<file path="config.mk">
export PLATFORM = sky130hd
export DESIGN_NAME = rxpkt_buffer
export DESIGN_NICKNAME = d
export VERILOG_FILES = /design/src/rtl/rxpkt_buffer.sv
export SDC_FILE = /design/constraint.sdc
export NUM_CORES = 2
export LEC_CHECK = 0
export BUFFER_PORTS_ARGS = -buffer_cell sky130_fd_sc_hd__clkbuf_2
export CAP_MARGIN = 20
export CORE_ASPECT_RATIO = 0.7
export CORE_MARGIN = 2
export CORE_UTILIZATION = 60
export DETAILED_ROUTE_END_ITERATION = 6
export PLACE_DENSITY = 0.76
export SYNTH_ARGS = -nofsm -noshare
export SYNTH_HDL_FRONTEND = slang
export SYNTH_SLANG_ARGS = --single-unit
</file>
<file path="constraint.sdc">
create_clock -name clk -period 10.6 [get_ports clk]
set_clock_uncertainty 0.1 [all_clocks]
set_input_delay 1.06 -clock clk [delete_from_list [all_inputs] [get_ports clk]]
set_output_delay 1.06 -clock clk [all_outputs]
set_load 0.005 [all_outputs]
</file>
<file path="src/rtl/rxpkt_buffer.sv">
module rxpkt_buffer #(
  parameter int MAX_LEN = 127,
  parameter int AW = 8,
  parameter logic [AW-1:0] CTRL_ADDR = 8'hF0,
  parameter logic [AW-1:0] STAT_ADDR = 8'hF1
) (
  input  logic          clk,
  input  logic          rst_n,
  input  logic          rx_start,
  input  logic          rx_valid,
  input  logic [7:0]    rx_byte,
  input  logic          rx_done,
  input  logic          rx_fcs_ok,
  input  logic [7:0]    rx_lqi,
  input  logic [7:0]    rx_rssi,
  input  logic [AW-1:0] host_addr,
  input  logic          host_rd,
  input  logic          host_wr,
  input  logic [7:0]    host_wdata,
  output logic [7:0]    host_rdata,
  output logic          pkt_ready
);
  localparam int DEPTH = MAX_LEN + 3;
  localparam int LW = $clog2(MAX_LEN + 1);
  localparam logic [AW-1:0] DEPTH_A = AW'(DEPTH);
  localparam logic [7:0] MAX_B = 8'(MAX_LEN);
  localparam logic [1:0] S_EMPTY = 2'd0, S_RECV = 2'd1, S_APP = 2'd2, S_FULL = 2'd3;

  logic [7:0]    mem [DEPTH];
  logic [1:0]    state;
  logic [AW-1:0] cnt;
  logic [LW-1:0] len_q;
  logic [2:0]    ftype;
  logic [7:0]    rssi_q;
  logic [3:0]    cfg;
  logic          len_rd, fcs_rd, ovr, flush_q;

  logic          dm_we;
  logic [AW-1:0] dm_addr;
  logic [7:0]    dm_data;

  wire [AW-1:0] len_a  = AW'(len_q);
  wire ctrl_wr   = host_wr && host_addr == CTRL_ADDR;
  wire stat_wr   = host_wr && host_addr == STAT_ADDR;
  wire flush_req = ctrl_wr && host_wdata[0];
  wire in_buf    = host_addr < DEPTH_A;
  wire busy      = state == S_APP || state == S_FULL;
  wire complete  = cnt == len_a + AW'(1);
  wire type_ok   = (cfg[2:0] == 3'b000) ||
                   (cfg[2] && ftype == 3'b011) ||
                   (cfg[1] && ftype == 3'b001) ||
                   (cfg[0] && ftype == 3'b000);
  wire accept    = rx_fcs_ok && complete && type_ok;
  wire rd_len    = host_rd && state == S_FULL && host_addr == '0;
  wire rd_fcs    = host_rd && state == S_FULL && host_addr == len_a;
  wire release_now = (len_rd || rd_len) && (fcs_rd || rd_fcs);

  always_comb begin
    dm_we   = 1'b0;
    dm_addr = '0;
    dm_data = 8'h00;
    if (state == S_RECV && !rx_start) begin
      if (rx_valid && (cnt == '0 || cnt <= len_a)) begin
        dm_we   = 1'b1;
        dm_addr = cnt;
        dm_data = rx_byte;
      end else if (!rx_valid && rx_done && accept) begin
        dm_we   = 1'b1;
        dm_addr = len_a + AW'(1);
        dm_data = rx_lqi;
      end
    end else if (state == S_APP) begin
      dm_we   = 1'b1;
      dm_addr = len_a + AW'(2);
      dm_data = rssi_q;
    end
  end

  always_ff @(posedge clk) begin
    if (dm_we) mem[dm_addr] <= dm_data;
    if (host_wr && cfg[3] && in_buf && !(dm_we && dm_addr == host_addr))
      mem[host_addr] <= host_wdata;
  end

  always_ff @(posedge clk or negedge rst_n) begin
    if (!rst_n) begin
      state     <= S_EMPTY;
      cnt       <= '0;
      len_q     <= '0;
      ftype     <= 3'b111;
      rssi_q    <= 8'h00;
      cfg       <= 4'h0;
      len_rd    <= 1'b0;
      fcs_rd    <= 1'b0;
      ovr       <= 1'b0;
      flush_q   <= 1'b0;
      pkt_ready <= 1'b0;
    end else begin
      pkt_ready <= 1'b0;
      flush_q   <= flush_req;
      if (ctrl_wr) cfg <= host_wdata[4:1];
      if (stat_wr && host_wdata[0]) ovr <= 1'b0;
      if (rx_start && busy) ovr <= 1'b1;
      case (state)
        S_EMPTY: if (rx_start) begin
          state <= S_RECV;
          cnt   <= '0;
          ftype <= 3'b111;
        end
        S_RECV: begin
          if (rx_start) begin
            cnt   <= '0;
            ftype <= 3'b111;
          end else if (rx_valid) begin
            if (dm_we) cnt <= cnt + AW'(1);
            if (cnt == '0) len_q <= (rx_byte > MAX_B) ? LW'(MAX_LEN) : rx_byte[LW-1:0];
            if (cnt == AW'(1) && dm_we) ftype <= rx_byte[2:0];
          end else if (rx_done) begin
            if (accept) begin
              state  <= S_APP;
              rssi_q <= rx_rssi;
            end else begin
              state <= S_EMPTY;
            end
          end
        end
        S_APP: begin
          state     <= S_FULL;
          pkt_ready <= 1'b1;
          len_rd    <= 1'b0;
          fcs_rd    <= 1'b0;
        end
        default: begin
          if (release_now) begin
            state  <= S_EMPTY;
            len_rd <= 1'b0;
            fcs_rd <= 1'b0;
          end else begin
            len_rd <= len_rd || rd_len;
            fcs_rd <= fcs_rd || rd_fcs;
          end
        end
      endcase
      if (flush_req) begin
        state     <= S_EMPTY;
        len_rd    <= 1'b0;
        fcs_rd    <= 1'b0;
        pkt_ready <= 1'b0;
      end
    end
  end

  always_ff @(posedge clk or negedge rst_n) begin
    if (!rst_n) host_rdata <= 8'h00;
    else if (host_rd) begin
      if (host_addr == CTRL_ADDR)      host_rdata <= {3'b000, cfg, flush_q};
      else if (host_addr == STAT_ADDR) host_rdata <= {6'b0, state == S_FULL, ovr};
      else if (in_buf)                 host_rdata <= mem[host_addr];
      else                             host_rdata <= 8'h00;
    end
  end
endmodule

</file>
Yosys cells after proc, flatten, opt, wreduce, memory -nomap -nowiden:

Memory sizes are Yosys's and may differ from the RTL's.
Index checks and enable logic that the tools add are counted.

* register bits after elaboration: 45
* bits in writable memories: 1040
* bits of input ports: 48
* output and inout bits: 9
* word-level logic and storage cells: 135
* memories: 1

* add/subtract/negate cells: 3
* $lt $le $gt $ge: 3
* equality and inequality tests: 20
* muxes and demuxes: 47
* bitwise logic cells: 2
* reductions and logical operators: 47

Memory list
* mem: depth 130, bits a word 8, read ports 1, clocked after memory_dff 0, wr ports 2, line 29 `logic [7:0] mem [DEPTH];`

Operator list (count)
* 2-to-1 mux 8 bit: 15
* logical AND 1 bit: 23
* != test 3 bit, second input constant: 6
* equality test 8 bit: 2
* equality test 8 bit, second input constant: 2
* logical NOT 8 bit: 2
* one-hot mux 8 bit (2 select lines): 1
* 2-to-1 mux 1 bit: 15
* 2-to-1 mux 2 bit: 7
* 2-to-1 mux 3 bit: 4
* AND reduction 4 bit: 3
* AND reduction 5 bit: 2
* adder 7 x 1 -> 8 bit, second input constant: 1
* adder 7 x 2 -> 8 bit, second input constant: 1
* adder 8 x 1 -> 8 bit, second input constant: 1
* equality test 8 x 1 -> 1 bit, second input constant: 1
* equality test 8 x 7 -> 1 bit: 1
* > comparator 8 x 7 -> 1 bit, second input constant: 1
* <= comparator 8 x 7 -> 1 bit: 1
* less-than comparator 8 bit, second input constant: 1
* logical OR 1 bit: 7
* 2-to-1 mux 7 bit: 1
* logical NOT 3 bit: 2
* one-hot mux 2 bit (3 select lines): 1
* 15 further kinds: 21

Logic depth before layout (Yosys ltp):

* depth after elaboration: 16
* depth in mapped cells: 18
* depth with buffers taken out: 12

Least setup slack after synthesis:

Ideal clock, no wire load.

* path kind: input to register
* start: input port host_addr[0]
* end: register host_rdata[2]
* library setup time: 0.130 ns
* data arrival time: 4.387 ns
* data required time: 10.370 ns
* path slack: 5.984 ns
* stages: 9
* path buffers: 4
* cell sequence: clkbuf_1 clkbuf_1 buf_1 clkbuf_1 mux4_2 mux4_2 mux4_2 a211oi_1 o21ai_0

* longest elaborated chain between the ends: 4
* elaborated cells between the ends (all ways): 7
* classes of those cells: order compare: 1; eq/ne: 2; mux: 3; memory: 1

Ends and longest elaborated chain
* from (decl): line 16 `input logic [AW-1:0] host_addr,`
* memory read (130 x 8 bit) / less-than comparator 8 bit (equally long branches)
* 2-to-1 mux 8 bit: line 158 `else if (in_buf) host_rdata <= mem[host_addr];`
* 2-to-1 mux 8 bit: line 157 `else if (host_addr == STAT_ADDR) host_rdata <= {6'b0, state == S_FULL, ovr};`
* 2-to-1 mux 8 bit *: line 156 `if (host_addr == CTRL_ADDR) host_rdata <= {3'b000, cfg, flush_q};`
* to (signal assigned): line 156
* to (signal assigned): line 157
* to (signal assigned): line 158
* to (decl): line 20 `output logic [7:0] host_rdata,`

Every way passes the cells marked *; elsewhere a longest branch is shown, timed or not.
A chain may end at the register's enable or synchronous reset.

==> impl_metrics.json <==
{
  "hp-class": "primary input to asynchronous set/reset pin",
  "rsz0062_at_grt": "false",
  "overflow": 0,
  "relSlewSlack_pct": 6.964,
  "dp_hpwl_microns": 119900,
  "failed_checks": "design-rule violations",
  "synth_seq_area_share_pct": 55.84,
  "synthArstFlopShare_pct": 4.147,
  "initialDrtViolationCount": 7492,
  "initial_core_util_pct": 60.49,
  "syn2layout_area_growth_pct": 8.818,
  "gp_congestion": 0.9808,
  "layout-drive-gt1-share_pct": 37.85,
  "cts-root-buf": "clkbuf_16",
  "worst_path_largest_cell_delay_ns": 0.65,
  "cts.repair.resized": 0,
  "die-area_sq_mm": 0.09912,
  "synth-seq-cells": 1085,
  "startpoint": "len_q[5]$_DFFE_PN0P_",
  "die_h_microns": 264.0,
  "coreArea_sq_mm": 0.09580,
  "power.total_mw": 10.21,
  "crit_chain": "inv_1 -> ha_1 -> a21o_1 -> a211oi_1 -> a311oi_2 -> nor2_2 -> nor3_1 -> a2111o_1 -> nor3_2 -> nand3_4 -> buf_12 -> and3_1 -> o21bai_1",
  "r2r_slack_ns": 4.07,
  "ios": 57,
  "rr_endpoint": "mem[111][6]$_DFFE_PP_",
  "first_pass_iters": 7,
  "layout.nets": 3736,
  "leakagePower_nw": 23.25,
  "p_per_area_mw_per_mm2": 161.9,
  "required_ns": 10.84,
  "min_period_ns": 6.531,
  "synth_edf_count": 1040,
  "ys.flop_type": "edfxtp_1",
  "port_buffers": 56,
  "grtUsageTotal_pct": 38.31,
  "antenna_found_initial": 26,
  "cts_max_level": 3,
  "cp.arrival_ns": 6.77,
  "worstPathMaxFanout": 163,
  "period_share_pct": 61.62,
  "drc_errors": 9,
  "synth.cell_area_sq_mm": 0.05795,
  "path_depth": 13,
  "cp-end-kind": "register",
  "insertion_delay_ns": 0.75,
  "syn_area_per_cell_sq_um": 15.40,
  "path_clk_slew_ns": 0.07,
  "critical_path_class": "register to register",
  "syn_nets": 3826,
  "grt_max_degree": 164,
  "cts_buffers": 103,
  "ant_nets": 0,
  "numClockSinks": 1085,
  "cp_slowest_cell": "and3_1",
  "crit_family": "simple AND/OR/NAND/NOR gates",
  "drt-total-wl_microns": 190800,
  "status": "finished with violations",
  "grt_pass1_wl_microns": 273800,
  "fmax_mhz": 153.1,
  "finalHoldViolations": 0,
  "cts_hold_buf": 0,
  "vias": 39640,
  "nFillCells": 6401,
  "viasPerCell": 7.870,
  "synthCells": 3762,
  "worstMarginPinSlew_ns": 1.392,
  "worstSetupStartpointType": "register",
  "fp-row-count": 95,
  "wire_per_inst_microns": 37.87,
  "slew_viol_final": 0,
  "grt_pass1_vias": 38130,
  "cp-endpoint": "mem[111][6]$_DFFE_PP_",
  "path_buf_inv": 2,
  "ir_worst_vdd_v": 0.0002361,
  "cts_tree": "yes",
  "netlist-cell-type-count": 83,
  "reg2reg_from": "len_q[5]$_DFFE_PN0P_",
  "setup_tns_ns": 0,
  "setup_viol": 0,
  "clockBufferDepth": 3,
  "dieWidth_microns": 375.5,
  "cap_violations": 0,
  "yosys_warnings": 0,
  "reg2regPathDepth": 13,
  "post_cts_buffers": 0
}
==> worst min-delay path by stage <==
stage	slack [ns]	cells after the start	startpoint	to
after global routing	0.38	2	rst_n	host_rdata[4]$_DFFE_PN0P_
after global placement	0.37	2	ovr$_DFFE_PN0P_	ovr$_DFFE_PN0P_
final	0.34	2	rst_n	host_rdata[5]$_DFFE_PN0P_
after detailed placement	0.37	2	rssi_q[4]$_DFFE_PN0P_	rssi_q[4]$_DFFE_PN0P_
after floorplan	0.34	2	ovr$_DFFE_PN0P_	ovr$_DFFE_PN0P_
after CTS	0.35	2	rst_n	host_rdata[4]$_DFFE_PN0P_
==> layout by cell type, fill, tap and decap left out, types with 10 or more instances in the layout <==
| master | count |
|---|---|
| nand3_4 | 99 |
| buf_2 | 40 |
| mux4_2 | 336 |
| xnor2_1 | 24 |
| ha_1 | 16 |
| nor3_1 | 19 |
| and2_1 | 23 |
| a21oi_1 | 28 |
| clkinv_1 | 24 |
| dfrtp_1 | 42 |
| a32oi_1 | 121 |
| nand2_1 | 115 |
| inv_1 | 22 |
| nor2_1 | 87 |
| clkbuf_1 | 19 |
| edfxtp_1 | 1040 |
| clkbuf_16 | 105 |
| clkbuf_2 | 55 |
| nor2_2 | 19 |
| mux2_2 | 503 |
| o22ai_1 | 13 |
| and3_1 | 26 |
| bufinv_16 | 14 |
| mux2_1 | 41 |
| o21bai_1 | 14 |
| nand3_1 | 32 |
| nand3_2 | 10 |
| clkinv_2 | 17 |
| o21ai_0 | 126 |
| diode_2 | 19 |
| a22oi_1 | 382 |
| buf_4 | 149 |
==> logic make-up after synthesis <==
family          count (synthesis)  synth area share [%]
flops                        1085                 55.84
mux                           889                 23.78
compound gates                765                 9.602
simple gates                  500                 6.430
buf+inv                       478                 3.558
xor+xnor                       29                0.4383
fa+ha+maj                      16                0.3455
==> routing by layer <==
layer | wire length, microns | part of all wire, % | GRT usage, % | vias up
li1 | - | - | - | 15320
met1 | 65330 | 34 | 51.49 | 19810
met2 | 80420 | 42 | 52.82 | 3785
met3 | 34710 | 18 | 18.78 | 698
met4 | 9876 | 5.2 | 16.67 | 34
met5 | 417 | 0.22 | 0 | -
==> synthesized netlist by cell type, drive strengths merged (7+ instances only) <==
| cell type | instances | area (sq um) |
|---|---|---|
| a211oi | 9 | 80.08 |
| a21o | 10 | 75.07 |
| a21oi | 36 | 180.2 |
| a22o | 9 | 78.83 |
| a22oi | 384 | 2893 |
| a32oi | 121 | 1060 |
| and2 | 26 | 162.6 |
| and3 | 26 | 162.7 |
| buf | 162 | 873.3 |
| clkbuf | 294 | 1106 |
| dfrtp | 42 | 1051 |
| edfxtp | 1040 | 31230 |
| ha | 16 | 200.2 |
| inv | 22 | 82.58 |
| mux2 | 544 | 6126 |
| mux2i | 9 | 90.09 |
| mux4 | 336 | 7567 |
| nand2 | 115 | 431.7 |
| nand2b | 9 | 56.30 |
| nand3 | 141 | 1987 |
| nand4 | 9 | 62.56 |
| nor2 | 109 | 411.7 |
| nor2b | 9 | 56.30 |
| nor3 | 23 | 120.1 |
| o211ai | 7 | 57.55 |
| o21ai | 127 | 635.6 |
| o21bai | 14 | 105.1 |
| o22ai | 13 | 81.33 |
| xnor2 | 24 | 210.2 |
==> sequential cells by signal, indices dropped and copies added, names as in the netlist <==
signal	count
rssi_q	8
mem	1040
ftype	3
cfg	4
pkt_ready	1
state	2
flush_q	1
fcs_rd	1
ovr	1
cnt	8
len_rd	1
host_rdata	8
len_q	7
==> metrics by stage <==
stage                     instances  cell area, sq um  hold slack [ns]  util (%)  setup slack [ns]
after floorplan                3762             57950           0.3370         -             5.984
after global placement         4750             59050           0.3671     61.64             4.387
after detailed placement       4792             59350           0.3678     61.95             4.246
after CTS                      4982             62760           0.3460     65.51             4.446
after global routing           5024             63030           0.3781     65.79             4.107
final                          5037             63060           0.3366     65.82             4.069
==> power by group <==
group          leakage [nW]  switching, mW  total (mW)  internal [mW]
clock                  1.66           1.70        3.86           2.17
sequential             10.2         0.0648        4.85           4.79
combinational          11.4          0.946        1.50          0.549
total                  23.2           2.71        10.2           7.50
==> area by class of cell <==
| class | count | area [sq um] | area share, % |
|---|---|---|---|
| antenna | 19 | 47.55 | 0.07540 |
| clock buffer | 126 | 2726 | 4.323 |
| clock inverter | 64 | 680.7 | 1.079 |
| inverter | 22 | 82.58 | 0.1310 |
| multi-input combinational | 2199 | 23740 | 37.64 |
| sequential | 1085 | 32360 | 51.32 |
| tap | 1261 | 1578 | 2.502 |
| timing repair buffer | 261 | 1849 | 2.933 |
(Power assumes the default switching activity.)
